==> src/rtl/wake_flag_reg.sv <==
module wake_flag_reg #(
  parameter int IRQ_N = 8
) (
  input  logic                clk,
  input  logic                por_n,
  input  logic                rst_wake,
  input  logic [IRQ_N-1:0]    irq_ev,
  input  logic                nmi_ev,
  input  logic                mres_ev,
  input  logic                dstby_enter,
  input  logic                bus_rd,
  input  logic                bus_wr,
  input  logic                bus_word,
  input  logic [15:0]         bus_wdata,
  output logic [15:0]         bus_rdata,
  output logic                pin_hold
);
  localparam int W      = 16;
  localparam int NMI_B  = IRQ_N;
  localparam int MRES_B = IRQ_N + 1;
  localparam int HOLD_B = W - 1;
  localparam logic [W-1:0] HOLD_M = W'(1) << HOLD_B;
  localparam logic [W-1:0] EV_M   = (W'(1) << (MRES_B + 1)) - W'(1);
  localparam logic [W-1:0] IMPL_M = HOLD_M | EV_M;

  logic [W-1:0] word_q, perm_q;
  logic         stby_q;

  logic [W-1:0] ev_vec, set_v, clr_v;
  logic         wr_full, rd_full, any_ev;

  assign ev_vec  = W'({mres_ev, nmi_ev, irq_ev});
  assign any_ev  = |ev_vec;
  assign wr_full = bus_wr & bus_word;
  assign rd_full = bus_rd & bus_word;
  assign set_v   = (stby_q ? (ev_vec & EV_M) : '0) | (dstby_enter ? HOLD_M : '0);
  assign clr_v   = wr_full ? (perm_q & ~bus_wdata & IMPL_M) : '0;

  always_ff @(posedge clk or negedge por_n) begin
    if (!por_n) begin
      word_q <= '0;
      perm_q <= '0;
      stby_q <= 1'b0;
    end else begin
      word_q <= (word_q & ~clr_v) | set_v;
      if (rst_wake)
        perm_q <= '0;
      else
        perm_q <= (perm_q & ~clr_v) | (rd_full ? (word_q & IMPL_M) : '0);
      if (rst_wake)
        stby_q <= 1'b0;
      else if (stby_q && any_ev)
        stby_q <= 1'b0;
      else if (dstby_enter)
        stby_q <= 1'b1;
    end
  end

  assign bus_rdata = word_q;
  assign pin_hold  = word_q[HOLD_B];


  hold_on_entry_chk: assert property (@(posedge clk) disable iff (!por_n)
    dstby_enter |=> pin_hold);


  flag_needs_event_chk: assert property (@(posedge clk) disable iff (!por_n)
    ((word_q & ~$past(word_q) & EV_M & ~($past(ev_vec) & {W{$past(stby_q)}})) == '0));


  clear_needs_write_chk: assert property (@(posedge clk) disable iff (!por_n)
    !wr_full |=> ((~word_q & $past(word_q)) == '0));


  narrow_write_chk: assert property (@(posedge clk) disable iff (!por_n)
    (bus_wr && !bus_word && !stby_q && !dstby_enter) |=> $stable(bus_rdata));


  wake_reset_keep_chk: assert property (@(posedge clk) disable iff (!por_n)
    (rst_wake && !stby_q && !dstby_enter && !bus_wr) |=> $stable(bus_rdata));
endmodule

==> config.mk <==
export PLATFORM = sky130hd
export DESIGN_NAME = wake_flag_reg
export DESIGN_NICKNAME = d
export VERILOG_FILES = /design/src/rtl/wake_flag_reg.sv
export SDC_FILE = /design/constraint.sdc
export NUM_CORES = 1
export LEC_CHECK = 0
export BUFFER_PORTS_ARGS = -buffer_cell sky130_fd_sc_hd__buf_2
export CORE_UTILIZATION = 35
export DETAILED_ROUTE_END_ITERATION = 16
export PLACE_DENSITY_LB_ADDON = 0.1
export SYNTH_ARGS = -nofsm -noshare
export SYNTH_HDL_FRONTEND = slang
export SYNTH_SLANG_ARGS = --single-unit
==> constraint.sdc <==
create_clock -name clk -period 2 [get_ports clk]
set_clock_uncertainty 0.1 [all_clocks]
set_input_delay 0.1 -clock clk [delete_from_list [all_inputs] [get_ports clk]]
set_output_delay 0.1 -clock clk [all_outputs]
set_load 0.05 [all_outputs]
After elaboration in Yosys (flattened, before gate mapping)

Cells that the tools add are included.

Register bits: 33
Input bits: 33
Logic and storage cells: 24
Output and inout port bits: 17

Reduce and logical (&&, ||, !) cells: 3
Bitwise operators: 10
Muxes and demuxes: 8

Operators by type and width:

| cell                | count |
|---|---|
| $mux W16            | 4 |
| $and A16 B16 Y16    | 3 |
| $not A16 Y16        | 2 |
| $or A16 B16 Y16     | 2 |
| $or A10 B16 Y16     | 1 |
| $mux W10            | 1 |
| $reduce_or A10 Y1   | 1 |
| $mux W1             | 3 |
| $reduce_bool A3 Y1  | 1 |
| $and A1 B1 Y1       | 2 |
| $logic_and A1 B1 Y1 | 1 |

Longest topological paths before layout

Gate-level depths: netlist (run 1).

Depth after elaboration: 7
Depth in mapped cells: 4
Depth with buffers taken out: 3

Least setup slack after synthesis (run 1)

OpenSTA, ideal clock, no wires.

Path type: reg2out
Start point: register word_q[15], in the netlist bus_rdata[15]
End point: output port bus_rdata[15]
Slack: 0.879 ns
Required time: 1.800 ns
Arrival: 0.921 ns
Stages on the path, launching flop included: 2
Path through: dfrtp_1 -> buf_4

RTL lines:

| what                   | line | RTL |
|---|---|---|
| from (decl)            | 26   | `logic [W-1:0] word_q, perm_q;` |
| from (signal assigned) | 45   | `word_q <= (word_q & ~clr_v) \| set_v;` |
| to (decl)              | 15   | `output logic [15:0] bus_rdata,` |

No word-level cell between the ends.

Worst setup path after layout (run 1)

Start point: input port irq_ev[7]
End point: register stby_q

Cells in the longest elaborated chain, start to end: 4

Ends and longest elaborated chain:

| what                  | line | RTL |
|---|---|---|
| from (decl)           | 7    | `input logic [IRQ_N-1:0] irq_ev,` |
| $reduce_or A10 Y1 *   | 33   | `assign any_ev = \|ev_vec;` |
| $logic_and A1 B1 Y1 * | 52   | `else if (stby_q && any_ev)` |
| $mux W1               | 52   |  |
| $mux W1               | 50   | `if (rst_wake)` |
| to (signal assigned)  | 51   | `stby_q <= 1'b0;` |
| to (signal assigned)  | 53   | `stby_q <= 1'b0;` |
| to (signal assigned)  | 55   | `stby_q <= 1'b1;` |
| to (decl)             | 27   | `logic stby_q;` |

Every way passes the cells marked *; elsewhere a longest branch is shown, timed or not.
A chain may end at the register's enable or synchronous reset.

==> results by group, run 1 <==
Outcome
  • Run status: completed

Timing
  • Tcrit/Tclk final: 79.7%
  • Setup TNS: 0 ns
  • Peak Freq: 627 MHz
  • Final hold viol count: 0
  • Fin crit period: 1.59 ns
  • Least-Margin Pin Slew: 0.511 ns
  • RSZ-0062 raised after global routing: no
  • Hold Slack: 0.00797 ns
  • Final setup vio count: 0
  • Slew margin rel.: 65.9%
  • Pins over their slew limit: 0
  • Final setup margin: 0.405 ns

Setup path
  • Worst stage delay on the critical path: 0.57 ns
  • CP delay by family, top: buffers and inverters
  • Most used cell, CP: dlygate4sd3_1
  • CP startpoint kind: input pin
  • FF-to-FF setup slack: 0.44 ns
  • WP data required: 2.14 ns
  • Reg2reg start: stby_q$_DFFE_PN0P_
  • Critical Path, Cell by Cell: dlygate4sd3_1 > buf_2 > nor4_1 > dlygate4sd3_1 > nand3_1 > o21ai_0
  • Max FO, Critical Path: 2
  • Slowest CP cell: dlygate4sd3_1
  • Worst path bufs/invs: 3
  • Crit end category: flop
  • Critical path arrival: 1.73 ns
  • Setup CP Type: in -> reg
  • Worst setup path start: irq_ev[7]

Final layout
  • Final Net Count: 185
  • P&R area growth vs syn: 34.3%
  • N_diodes: 0
  • Fill count: 269
  • Share of cells above drive strength 1: 29.1%

Power and ir drop
  • Pwr/cell area: 789 mW/mm^2
  • Peak supply drop: 0.465 mV
  • LEAKAGE: 0.642 nW
  • Pwr Total: 1.11 mW

CTS
  • Clk root buf: clkbuf_4
  • Number of CTS-inserted buffers: 3
  • TritonCTS clock tree: built
  • Clk_lat worst skew: 0.30 ns
  • CTS Buffer Depth: 2
  • Clock-pin slew on the worst setup and hold paths: 0.12 ns
  • Clk sinks: 23
  • H-tree depth: 1

Die
  • Die height: 56.6 um
  • Die area: 0.00320 sq mm
  • Starting Density: 37.5%
  • Top Ports: 50
  • Die W: 56.6 um
  • Row count: 19
  • Core area: 0.00278 sq mm

GRT
  • GRT Total Usage: 17.3%
  • GR Overflow Total: 0
  • Initial antenna violation count: 0
  • First-pass GRT wire length: 4220 um
  • Pin count of the biggest net entering global routing: 24
  • Vias in the first global route: 917

Synth
  • Area leader, netlist: dfrtp_1
  • Syn. warnings: 0
  • Netlist cell types: 19
  • Synth top area share: 55.2%
  • Yosys reg bits: 23
  • Cell count after synthesis: 99
  • Post-synthesis sequential area ratio: 55.2%
  • Synthesized area per cell: 10.5 sq um
  • Synth Cell Area: 0.00104 sq mm
  • Top post-synthesis cells by area: dfrtp_1 (55%), a22o_1 (8.4%), nand3b_1 (7.9%), o21ai_0 (5.8%), a21oi_1 (5.3%)

Routing
  • Residual DRC: 0
  • DR iter-0 viols: 27
  • Routed WL per cell: 14.1 um
  • Drt first pass iters: 4
  • Via count: 911
  • Routed wire length: 2560 um
  • ANT nets after route: 0
  • Vias per cell: 5.01

Min path
  • Hold WC Path Type: in -> reg
  • Hold Path Origin: bus_wdata[5]

Placed design
  • I/O Buffers: 39
  • Post-place setup slack: 0.693 ns
  • Gpl congestion: 0.669
  • Hpwl dp: 1730 um

Job
  • Number of max-cap violations: 0
==> synth_stat cells, drive strengths merged <==
master  instances
a21o            1
a21oi          11
a22o           10
and2            2
buf             9
clkbuf          2
conb            1
dfrtp          23
nand2          12
nand2b          1
nand3           1
nand3b         11
nor4            2
nor4b           1
o21ai          12
==> state kept, by name, summed over array words and instances, names as in the netlist <==
signal,flops
bus_rdata,11
perm_q,11
stby_q,1
==> logic make-up (layout without fill, tap and decap cells) <==
family / Yosys count / after routing / share of synthesized area [%]
AO/OA/AOI/OAI: 34 / 34 / 20.1
AND/OR/NAND/NOR: 30 / 30 / 16.9
other: 1 / 5 / 0.359
buffers and inverters: 11 / 59 / 7.43
flip-flops: 23 / 23 / 55.2
==> per-stage QoR <==
stage | instance area [sq um] | util, % | cells
after floorplan | 1060 | - | 103
after global placement | 1210 | 43.7 | 162
after detailed placement | 1210 | 43.7 | 162
after global routing | 1400 | 50.4 | 182
final | 1400 | 50.4 | 182
after CTS | 1390 | 50.0 | 181
==> area by class of cell <==
class                      count  area (sq um)  share of cell area (%)
tap                           31          38.8                    2.77
multi-input combinational     69           405                    28.9
sequential                    23           576                    41.1
clock buffer                   4          26.3                    1.88
timing repair buffer          55           355                    25.4
==> timing repair <==
action	in CTS	in global routing
hold buffers	15	1
hold endpoints to repair	35	1
resized for setup	0	0
setup buffers	0	0
==> placed cells by master, fill, tap and decap left out, types with 2 or more instances in the layout <==
master / instances
dlygate4sd3_1: 16
nand2_1: 12
dfrtp_1: 23
a21oi_1: 11
clkbuf_4: 3
o21ai_0: 12
conb_1: 5
a22o_1: 10
nor4_1: 2
buf_2: 39
nand3b_1: 11
==> where the power goes <==
group | internal [mW] | total (mW) | switching (mW) | leakage (nW)
logic | 0.109 | 0.334 | 0.225 | 0.359
registers | 0.518 | 0.559 | 0.0404 | 0.269
clock network | 0.0777 | 0.212 | 0.135 | 0.0150
total | 0.705 | 1.11 | 0.400 | 0.642
==> layer usage <==
| metal | vias to the layer above | GRT usage, % | share of wire [%] |
|---|---|---|---|
| met2 | 25 | 29.6 | 48 |
| met5 | - | 0 | 0 |
| met4 | 0 | 4.18 | 0.66 |
| met3 | 4 | 3.23 | 4.3 |
| li1 | 448 | - | - |
| met1 | 434 | 22.6 | 47 |
==> worst register-to-register path: cells and delay by family, from the launching register on <==
family | cells | cell delay (ns)
flip-flops | 1 | 0.56
AO/OA/AOI/OAI | 1 | 0.26
buffers and inverters | 1 | 0.54
==> final timing paths <==
kind | depth (start not counted) | end
max | 6 | stby_q$_DFFE_PN0P_
min | 3 | bus_rdata[5]$_DFF_PN0_
max reg2reg | 2 | bus_rdata[0]$_DFF_PN0_
min reg2reg | 1 | bus_rdata[5]$_DFF_PN0_
max in group asynchronous | 2 | bus_rdata[2]$_DFF_PN0_
min in group asynchronous | 2 | bus_rdata[8]$_DFF_PN0_
Power figures use the tool's default switching activity.
==> run 2: changes to the inputs <==
==> constraint.sdc (replaced) <==
create_clock -name clk -period 1.28 [get_ports clk]
set_clock_uncertainty 0.1 [all_clocks]
set_input_delay 0.064 -clock clk [delete_from_list [all_inputs] [get_ports clk]]
set_output_delay 0.064 -clock clk [all_outputs]
set_load 0.05 [all_outputs]
==> results by group, run 2 (synthesis gave the netlist of run 1 again) <==
Die
  • Core area: 0.00278 sq mm (unchanged)
  • Die area: 0.00320 sq mm (unchanged)
  • Die height: 56.6 um (unchanged)
  • Row count: 19 (unchanged)
  • Die W: 56.6 um (unchanged)
  • Top Ports: 50 (unchanged)
  • Starting Density: 37.5% (unchanged)

Timing
  • Peak Freq: 853 MHz
  • Hold Slack: 0.154 ns (+0.146 ns)
  • Fin crit period: 1.17 ns
  • Tcrit/Tclk final: 91.6%
  • Slew margin rel.: 64.5% (-1.4 points)
  • Pins over their slew limit: 0 (unchanged)
  • Least-Margin Pin Slew: 0.533 ns (+0.0217 ns)
  • Setup TNS: 0 ns (unchanged)
  • RSZ-0062 raised after global routing: no
  • Final setup margin: 0.108 ns (-0.297 ns)
  • Final hold viol count: 0 (unchanged)
  • Final setup vio count: 0 (unchanged)

Routing
  • Residual DRC: 0 (unchanged)
  • Routed WL per cell: 14.5 um (+3.1%)
  • DR iter-0 viols: 25 (-7.4%)
  • Routed wire length: 2780 um (+8.7%)
  • ANT nets after route: 0 (unchanged)
  • Vias per cell: 5.08 (+1.5%)
  • Via count: 975 (+7.0%)
  • Drt first pass iters: 4 (unchanged)

GRT
  • GRT Total Usage: 19.4% (+2.1 points)
  • Vias in the first global route: 1026 (+12%)
  • First-pass GRT wire length: 4690 um (+11%)
  • Pin count of the biggest net entering global routing: 24 (unchanged)
  • Initial antenna violation count: 0 (unchanged)
  • GR Overflow Total: 0 (unchanged)

Final layout
  • Commonest non-fill, non-tap cell in the layout: buf_2
  • P&R area growth vs syn: 43.4%
  • N_diodes: 0 (unchanged)
  • Fill count: 265 (-1.5%)
  • Share of cells above drive strength 1: 28.6% (-0.57 points)
  • Final core occ: 53.8% (+3.4 points)
  • Design area: 0.00150 sq mm (+6.8%)
  • Commonest non-fill, non-tap cells in the layout: buf_2 (39), dlygate4sd3_1 (24), dfrtp_1 (23)
  • Final Net Count: 195 (+5.4%)
  • Post-Layout Cell Count: 192 (+5.5%)

Job
  • Number of max-cap violations: 0 (unchanged)

Setup path
  • Slowest CP cell: dlygate4sd3_1
  • Crit end category: flop
  • Setup CP Type: in -> reg
  • Max FO, Critical Path: 2 (unchanged)
  • CP delay by family, top: buffers and inverters
  • Worst path depth: 5 (-1)
  • WP data required: 1.42 ns (-0.72 ns)
  • Critical path arrival: 1.31 ns (-0.42 ns)
  • Reg2Reg Depth: 3 (+1)
  • Critical Path, Cell by Cell: dlygate4sd3_1 > buf_2 > nor4b_1 > nand3_1 > o21ai_0
  • CP startpoint kind: input pin
  • Worst path bufs/invs: 2 (-1)
  • Worst stage delay on the critical path: 0.53 ns (-0.04 ns)

CTS
  • Clk sinks: 23 (unchanged)
  • H-tree depth: 1 (unchanged)
  • Clock-pin slew on the worst setup and hold paths: 0.12 ns (about the same)
  • CTS Buffer Depth: 2 (unchanged)
  • Clk_lat worst skew: 0.31 ns (about the same)
  • TritonCTS clock tree: built
  • Setup bufs post-CTS: 0 (unchanged)
  • Number of CTS-inserted buffers: 3 (unchanged)
  • Clk root buf: clkbuf_4

Power and ir drop
  • Pwr/cell area: 1170 mW/mm^2 (+49%)
  • LEAKAGE: 0.688 nW (+7.1%)
  • Peak supply drop: 1.16 mV (+150%)
  • Pwr Total: 1.75 mW (+59%)

Placed design
  • I/O Buffers: 39 (unchanged)
  • Gpl congestion: 0.669 (about the same)
  • Post-place setup slack: 0.207 ns (-0.486 ns)
  • Dpl cells: 164 (+1.2%)
  • Area post-placement: 0.00123 sq mm (+1.2%)
  • Hpwl dp: 1790 um (+3.4%)

Outcome
  • Run status: completed

Min path
  • Hold WC Path Type: in -> async
run 2: routing by layer:
layer	wire [um]	GRT usage, %	up-vias
met2	1420	35.8	29
met4	21	4.53	0
met3	127	5.30	2
met5	0	0	-
li1	-	-	466
met1	1210	22.0	478
run 2: layout make-up:
type | count | area (sq um) | share of cell area [%]
sequential | 23 | 576 | 38.5
tap | 31 | 38.8 | 2.59
multi-input combinational | 69 | 405 | 27.1
clock buffer | 4 | 26.3 | 1.76
timing repair buffer | 65 | 450 | 30.1
run 2: final timing paths:
kind                                        startpoint                     end  slack, ns
worst max register to register      stby_q$_DFFE_PN0P_      stby_q$_DFFE_PN0P_       0.18
max in group asynchronous                        por_n  bus_rdata[1]$_DFF_PN0_       0.57
worst min-delay path                             por_n  bus_rdata[8]$_DFF_PN0_       0.15
worst min register to register  bus_rdata[9]$_DFF_PN0_  bus_rdata[9]$_DFF_PN0_       0.43
worst max-delay path                           mres_ev      stby_q$_DFFE_PN0P_       0.11
min in group clk                                bus_wr  bus_rdata[6]$_DFF_PN0_       0.16
run 2: power by group:
group	internal, mW	switching [mW]
clock	0.122	0.213
combinational	0.188	0.359
sequential	0.810	0.0605
total	1.12	0.633
run 2: timing repair:
item                      in CTS  in global routing
resized for setup              0                  0
hold endpoints to repair      44                  0
hold buffers                  24                  0
